File: config.mk
export PLATFORM = sky130hd
export DESIGN_NAME = remap_activation_ctrl
export DESIGN_NICKNAME = d
export VERILOG_FILES = /design/src/rtl/remap_ctrl_pkg.sv /design/src/rtl/remap_kind_decode.sv /design/src/rtl/remap_mode_state.sv /design/src/rtl/remap_slot_gate.sv /design/src/rtl/remap_activation_ctrl.sv
export SDC_FILE = /design/constraint.sdc
export NUM_CORES = 1
export LEC_CHECK = 0
export BUFFER_PORTS_ARGS = -buffer_cell sky130_fd_sc_hd__buf_2
export CAP_MARGIN = 20
export CORE_MARGIN = 2
export CORE_UTILIZATION = 44
export DETAILED_ROUTE_END_ITERATION = 8
export PLACE_DENSITY = 0.87
export SETUP_SLACK_MARGIN = 0.15
export SLEW_MARGIN = 10
export SYNTH_ARGS = -nofsm -noshare
export SYNTH_HDL_FRONTEND = slang
export SYNTH_SLANG_ARGS = --single-unit
File: constraint.sdc
create_clock -name clk -period 0.8 [get_ports clk]
set_input_delay 0 -clock clk [delete_from_list [all_inputs] [get_ports clk]]
set_output_delay 0 -clock clk [all_outputs]
set_load 0.02 [all_outputs]
File: src/rtl/remap_ctrl_pkg.sv
// Package: shared types and sizes for the operand remap activation controller.
// Assumes one instruction per cycle at most, presented with a two-bit kind code.
package remap_ctrl_pkg;

    // Kind code carried with each issued instruction.
    typedef enum logic [1:0] {
        KIND_SCALAR = 2'd0,
        KIND_VECTOR = 2'd1,
        KIND_CONFIG = 2'd2,
        KIND_SETLEN = 2'd3
    } ins_kind_t;

    // Default slot counts: three sources, two destinations.
    localparam int DEF_NUM_SRC = 3;
    localparam int DEF_NUM_DST = 2;
    // Default width of one per-slot shape selector.
    localparam int DEF_SEL_W   = 2;

endpackage

File: src/rtl/remap_kind_decode.sv
// Module: classifies the issued instruction into one-hot class strobes.
// Assumes ins_kind is meaningful only while ins_valid is high; all strobes are
// forced low otherwise so downstream logic never sees a phantom instruction.
module remap_kind_decode
    import remap_ctrl_pkg::*;
(
    input  logic       clk,
    input  logic       rst_n,
    input  logic       ins_valid,
    input  logic [1:0] ins_kind,
    output logic       is_vector,
    output logic       is_config,
    output logic       is_setlen,
    output logic       is_scalar
);

    ins_kind_t kind_c;

    // Purpose: map the raw code onto the enum and qualify each class with valid.
    always_comb begin
        kind_c    = ins_kind_t'(ins_kind);
        is_vector = ins_valid && (kind_c == KIND_VECTOR);
        is_config = ins_valid && (kind_c == KIND_CONFIG);
        is_setlen = ins_valid && (kind_c == KIND_SETLEN);
        is_scalar = ins_valid && (kind_c == KIND_SCALAR);
    end

    AST_CLASS_ONEHOT: assert property (@(posedge clk) disable iff (!rst_n)
        $onehot0({is_vector, is_config, is_setlen, is_scalar}));
    AST_CLASS_IDLE: assert property (@(posedge clk) disable iff (!rst_n)
        !ins_valid |-> ({is_vector, is_config, is_setlen, is_scalar} == 4'b0));

endmodule

File: src/rtl/remap_mode_state.sv
// Module: holds the enable mask, the selector field and the two mode flags.
// Assumes at most one class strobe is high per cycle (from remap_kind_decode).
// A configuration loads everything; any other issued instruction spends a
// pending one-shot; a length-setting instruction may also drop persistence.
module remap_mode_state #(
    parameter int NSLOT = 5,
    parameter int SELW  = 10
) (
    input  logic             clk,
    input  logic             rst_n,
    input  logic             ins_valid,
    input  logic             is_config,
    input  logic             is_setlen,
    input  logic [NSLOT-1:0] cfg_mask,
    input  logic [SELW-1:0]  cfg_sel,
    input  logic             cfg_persist,
    input  logic             vl_new_max,
    output logic [NSLOT-1:0] mask_q,
    output logic [SELW-1:0]  sel_q,
    output logic             persist_q,
    output logic             pending_q
);

    // Purpose: update the configuration registers on each issued instruction.
    always_ff @(posedge clk) begin
        if (!rst_n) begin
            mask_q    <= '0;
            sel_q     <= '0;
            persist_q <= 1'b0;
            pending_q <= 1'b0;
        end else if (ins_valid) begin
            if (is_config) begin
                mask_q    <= cfg_mask;
                sel_q     <= cfg_sel;
                persist_q <= cfg_persist;
                pending_q <= !cfg_persist;
            end else begin
                pending_q <= 1'b0;
                if (is_setlen && vl_new_max) begin
                    persist_q <= 1'b0;
                end
            end
        end
    end

    AST_RESET_CLEARS: assert property (@(posedge clk)
        !rst_n |=> (mask_q == '0) && (sel_q == '0) && !persist_q && !pending_q);
    AST_CFG_LOADS: assert property (@(posedge clk) disable iff (!rst_n)
        (ins_valid && is_config) |=> (mask_q == $past(cfg_mask)) && (sel_q == $past(cfg_sel)));
    AST_IDLE_HOLDS: assert property (@(posedge clk) disable iff (!rst_n)
        !ins_valid |=> $stable(mask_q) && $stable(sel_q) && $stable(persist_q));
    AST_ONESHOT_SPENT: assert property (@(posedge clk) disable iff (!rst_n)
        (pending_q && ins_valid && !(is_config && !cfg_persist)) |=> !pending_q);
    AST_NEWMAX_DROPS: assert property (@(posedge clk) disable iff (!rst_n)
        (ins_valid && is_setlen && vl_new_max) |=> !persist_q);
    AST_MODES_EXCL: assert property (@(posedge clk) disable iff (!rst_n)
        !(pending_q && persist_q));

endmodule

File: src/rtl/remap_slot_gate.sv
// Module: per-slot enable gating. A slot is remapped when its mask bit is set,
// the current instruction is vector-prefixed, and either mode flag is active.
// Assumes is_vector is already qualified with the instruction-valid strobe.
module remap_slot_gate #(
    parameter int NSLOT = 5
) (
    input  logic             clk,
    input  logic             rst_n,
    input  logic             is_vector,
    input  logic             persist_q,
    input  logic             pending_q,
    input  logic [NSLOT-1:0] mask_q,
    output logic [NSLOT-1:0] slot_en
);

    logic act;

    // Purpose: one shared activation term for all slots.
    always_comb act = is_vector && (persist_q || pending_q);

    for (genvar g = 0; g < NSLOT; g++) begin : g_slot
        // Purpose: gate slot g with its own mask bit.
        always_comb slot_en[g] = act && mask_q[g];
    end

    AST_EN_WITHIN_MASK: assert property (@(posedge clk) disable iff (!rst_n)
        (slot_en & ~mask_q) == '0);
    AST_EN_NEEDS_VECTOR: assert property (@(posedge clk) disable iff (!rst_n)
        !is_vector |-> (slot_en == '0));
    AST_EN_NEEDS_MODE: assert property (@(posedge clk) disable iff (!rst_n)
        !(persist_q || pending_q) |-> (slot_en == '0));

endmodule

File: src/rtl/remap_activation_ctrl.sv
// Module: top of the operand remap activation controller. Decodes the issued
// instruction, keeps the remap configuration and mode flags, and drives the
// per-slot enables and the interrupt-inhibit signal.
// Assumes issue holds an instruction for exactly one cycle (ins_valid pulse).
module remap_activation_ctrl
    import remap_ctrl_pkg::*;
#(
    parameter int NUM_SRC = DEF_NUM_SRC,
    parameter int NUM_DST = DEF_NUM_DST,
    parameter int SEL_W   = DEF_SEL_W,
    localparam int NSLOT  = NUM_SRC + NUM_DST,
    localparam int SELF_W = NSLOT * SEL_W
) (
    input  logic              clk,
    input  logic              rst_n,
    input  logic              ins_valid,
    input  logic [1:0]        ins_kind,
    input  logic [SELF_W-1:0] cfg_sel,
    input  logic [NSLOT-1:0]  cfg_mask,
    input  logic              cfg_persist,
    input  logic              vl_new_max,
    output logic [NSLOT-1:0]  slot_en,
    output logic [SELF_W-1:0] slot_sel,
    output logic              persist_on,
    output logic              intr_inhibit
);

    logic             is_vector, is_config, is_setlen, is_scalar;
    logic [NSLOT-1:0] mask_q;
    logic             persist_q, pending_q;

    remap_kind_decode u_dec (
        .clk       (clk),
        .rst_n     (rst_n),
        .ins_valid (ins_valid),
        .ins_kind  (ins_kind),
        .is_vector (is_vector),
        .is_config (is_config),
        .is_setlen (is_setlen),
        .is_scalar (is_scalar)
    );

    remap_mode_state #(.NSLOT(NSLOT), .SELW(SELF_W)) u_state (
        .clk         (clk),
        .rst_n       (rst_n),
        .ins_valid   (ins_valid),
        .is_config   (is_config),
        .is_setlen   (is_setlen),
        .cfg_mask    (cfg_mask),
        .cfg_sel     (cfg_sel),
        .cfg_persist (cfg_persist),
        .vl_new_max  (vl_new_max),
        .mask_q      (mask_q),
        .sel_q       (slot_sel),
        .persist_q   (persist_q),
        .pending_q   (pending_q)
    );

    remap_slot_gate #(.NSLOT(NSLOT)) u_gate (
        .clk       (clk),
        .rst_n     (rst_n),
        .is_vector (is_vector),
        .persist_q (persist_q),
        .pending_q (pending_q),
        .mask_q    (mask_q),
        .slot_en   (slot_en)
    );

    // Purpose: expose mode flags; inhibit tracks the pending one-shot exactly.
    always_comb begin
        persist_on   = persist_q;
        intr_inhibit = pending_q;
    end

    AST_SCALAR_NO_EN: assert property (@(posedge clk) disable iff (!rst_n)
        is_scalar |-> (slot_en == '0));
    AST_PERSIST_CFG_NO_INHIBIT: assert property (@(posedge clk) disable iff (!rst_n)
        (ins_valid && is_config && cfg_persist) |=> !intr_inhibit);
    AST_ONESHOT_CFG_INHIBITS: assert property (@(posedge clk) disable iff (!rst_n)
        (ins_valid && is_config && !cfg_persist) |=> intr_inhibit);

endmodule

== Yosys cells after proc, flatten, opt, wreduce, memory -nomap -nowiden ==
Index checks and enable logic that the tools add are counted.
Operators by class
  muxes and demuxes: 3
  equal/unequal tests: 3
  reduce and logical (&&, ||, !) cells: 15
Operators with widths (number)
  logical AND 1 bit: 10
  == test 2 bit (second input constant): 2
  AND reduction 2 bit: 2
  two-way mux 1 bit: 3
  == test 2 x 1 -> 1 bit (second input constant): 1
  nonzero test 2 bit: 1
  logical NOT 1 bit: 1
  logical OR 1 bit: 1
Word-level totals
  output and inout bits: 17
  bits in registers: 17
  input port bits: 22

== Longest topological paths before layout ==
  depth after elaboration: 5
  gate-level depth with buffers: 4
  depth with buffers taken out: 3

== Modules after synthesis ==
A second synthesis with hierarchy kept.
Second synthesis, totals
  cells, all modules: 84
  area, all modules: 733.2 µm²
By module, submodules not included
  remap_mode_state: cells an instance 75, instances 1, sequential area each 340.3 µm², area an instance 645.6 µm²
  remap_slot_gate: cells an instance 5, instances 1, sequential area each 0.0 µm², area an instance 50.0 µm²
  remap_kind_decode: cells an instance 4, instances 1, sequential area each 0.0 µm², area an instance 37.5 µm²

== Worst setup path after synthesis ==
Ideal clock, no wire load.
  kind: reg-to-output
  start: reg u_state.pending_q
  end: out slot_en[0]
  buffers on the path: 0
  data required time: 0.800 ns
  path slack: -0.184 ns
  stages on the path, launching flop included: 4
  arrival: 0.984 ns
  cells stage by stage: dfxtp_1 > nor2_1 > nor3_2 > and2_1
Between the ends
  longest elaborated chain between the ends: 3
RTL lines
  start: declaration: line remap_mode_state.sv:21  | output logic pending_q
  start signal: assignment: line remap_mode_state.sv:36  | pending_q <= !cfg_persist;
  logical OR 1 bit: line remap_slot_gate.sv:19  | always_comb act = is_vector && (persist_q || pending_q);
  logical AND 1 bit: line remap_slot_gate.sv:19
  logical AND 1 bit: line remap_slot_gate.sv:23  | always_comb slot_en[g] = act && mask_q[g];
  end: declaration: line remap_activation_ctrl.sv:22  | output logic [NSLOT-1:0] slot_en,
No other way between the ends.

== Worst setup path after layout ==
  start: reg u_state.pending_q
  end: out slot_en[3]
Same word-level chain as after synthesis.

==> flow_summary.yaml <==
logic_synthesis:
  synth-edff-count: 0
  netlist_area_um2: 791
  syn_nets: 109
  synth_top_flop_cell: "dfxtp_1"
  synth-seq-cells: 17
  yosys.cell_types.count: 15
  async_reset_ff_share_pct: 0
  synth.most_common_cell: "nand2_1"
  synth_common_cells: "nand2_1, dfxtp_1, o21ai_2"
  avgSynthCellArea_um2: 9.09
  synth_area_leaders: "dfxtp_1, o21ai_2, nand2_1"
  yosys.area.top_type: "dfxtp_1"
  synth.yosys.seq_area_share_pct: 43.0
  ys_warn_count: 0
  yosysTopAreaCellShare_pct: 43.0
  synthCells: 87
worst_setup_path:
  crit_family: "flip-flops"
  rrSetupSlack_ns: -0.14
  critical_path_class: "reg2out"
  r2r_end: "u_state.pending_q"
  max_stage_delay_ns: 0.37
  rr_startpoint: "u_state.pending_q"
  cp_slowest_cell: "dfxtp_4"
  start_kind: "register"
  end_kind: "primary output"
  worstPathArrival_ns: 1.16
  critical_path_buf_inv_count: 1
  rr_worst_depth: 5
  critical_path_required_ns: 0.80
  worstPathMaxFanout: 5
  crit_chain: "nor2_4 > nor3_4 > and2_2 > buf_4"
place:
  place.gp.congestion: 0.638
  dp_hpwl_um: 1190
  io_buffers: 38
  place_ws_ns: -0.149
  dp_cells: 146
  placed_area_mm2: 0.00103
sta:
  slew_viol_final: 0
  post-route-period-util_pct: 145
  post-route-min-period_ns: 1.16
  hold_violations: 0
  fmax_mhz: 861
  tightestPinTransition_ns: 0.197
  rsz0062_at_grt: "true"
  maxSlewHeadroom_pct: 86.8
  finClkSkew_ns: 0
  fin_tns_setup_ns: -2.22
  setup_viol: 8
  setup_slack_ns: -0.362
final_layout:
  area_delta_synth_final_pct: 81.6
  drive_above_1_share_pct: 62.8
  nFillCells: 97
  seq_area_um2: 360
  multi_input_area_um2: 443
  antenna-diode-count: 0
  layout.cells.non_filler: 173
  final_nets: 171
  design_area_mm2: 0.00144
drt:
  ant_nets: 0
  first_pass_iters: 3
  dr_total_vias: 805
  drc: 0
  wl_um: 2110
  wl_per_cell_um: 12.2
  drtIter0Drc: 6
  avgViaCountPerCell: 4.65
flow_run:
  maxCapViolCount: 0
grt:
  grt_antenna_before_repair: 0
  grt_pass1_vias: 763
  grt_pass1_wl_um: 3100
  grt_max_degree: 34
  gr-usage-all-layers_pct: 20.6
  grt.overflow.total: 0
clocking:
  cts.clk_slew.worst_paths_ns: 0.10
  clock-sinks: 17
  h-tree-depth: 1
  cts-root-buf: "clkbuf_4"
  tritoncts: "yes"
  clock_latency_ns: 0.29
  cts_buffers: 3
  cts_buffer_depth: 2
die:
  fp.coreArea_mm2: 0.00171
  core.rowCount: 15
  io_pins: 39
  dieArea_mm2: 0.00215
  initial_core_util_pct: 46.3
  fp.dieH_um: 46.4
  die_w_um: 46.4
pwr:
  vdd.ir_drop.worst_mv: 1.29
  leakage_nw: 0.640
  p_total_mw: 1.73
  p_per_area_mw_per_mm2: 1200
outcome:
  outcome: "complete, but fails checks"
  violations: "setup timing"
min_path:
  worstHoldPathType: "in2reg"
  min_from: "cfg_persist"
  hold_depth: 3
  min_to: "u_state.pending_q"
through the flow:
| stage | hold WS [ns] | utilization, % |
|---|---|---|
| after CTS | 0.0132 | 80.1 |
| after global placement | 0.240 | 60.2 |
| after floorplan | 0.136 | - |
| after global routing | 0.0318 | 84.1 |
| after detailed placement | 0.248 | 60.2 |
| final | 0.0427 | 84.1 |
cell usage in the layout (no fill, tap or decap), drive strengths merged:
cell type and n:
nor3 1, buf 48, dlygate4sd3 16, o21ai 15, inv 2, nand2 19, o22ai 2, dfxtp 17
clkbuf 4, nand3 15, nor2 1, and2 6, a21oi 1, nand3b 1
layer usage:
| layer | part of all wire (%) | up-vias | track usage, % |
|---|---|---|---|
| met4 | 0 | 0 | 3.43 |
| li1 | - | 420 | - |
| met5 | 0 | - | 0 |
| met2 | 60 | 23 | 42.8 |
| met1 | 36 | 362 | 19.3 |
| met3 | 3.9 | 0 | 5.88 |
registers in the layout, indices dropped and copies added, names as in the netlist:
signal	cells
u_state.mask_q	5
u_state.persist_q	1
u_state.pending_q	1
u_state.sel_q	10
report_power, final:
part           leakage [nW]  internal, mW  switching [mW]  total [mW]
sequential            0.144         0.873          0.0210       0.894
clock                0.0150         0.194           0.265       0.459
combinational         0.481         0.201           0.173       0.373
total                 0.640          1.27           0.459        1.73
worst max-delay path by stage:
stage	from	to	slack, ns	cells past startpoint
2_1_floorplan	u_state.pending_q	slot_en[0]	-0.05	3
3_3_place_gp	u_state.pending_q	slot_en[3]	-0.13	4
3_5_place_dp	u_state.pending_q	slot_en[2]	-0.15	4
4_1_cts	u_state.pending_q	slot_en[3]	-0.37	4
5_1_grt	u_state.pending_q	slot_en[3]	-0.44	4
6_report	u_state.pending_q	slot_en[3]	-0.36	4
cells by family after synthesis:
kind of cell    share of synthesized area [%]
compound gates                           18.8
flops                                    43.0
simple gates                             30.1
buf+inv                                  8.07
layout make-up:
cell class,count,area share [%]
timing repair buffer,64,39.5
multi-input combinational,61,30.8
sequential,17,25.1
tap,25,2.18
clock buffer,4,1.83
inverter,2,0.523
tightest hold or removal path, delay by kind of cell:
kind / cells / cell delay [ns]
buffers and inverters: 1 / 0.10
AND/OR/NAND/NOR: 1 / 0.12
AO/OA/AOI/OAI: 1 / 0.07
timing repair:
action / in CTS / in global routing
hold buffers: 16 / 0
endpoints found under the hold margin: 16 / 0
pin swaps: 3 / 2
buffers inserted: 4 / 3
setup endpoints to repair: 19 / 22
gates resized for setup: 41 / 9
Power figures use the tool's default switching activity.
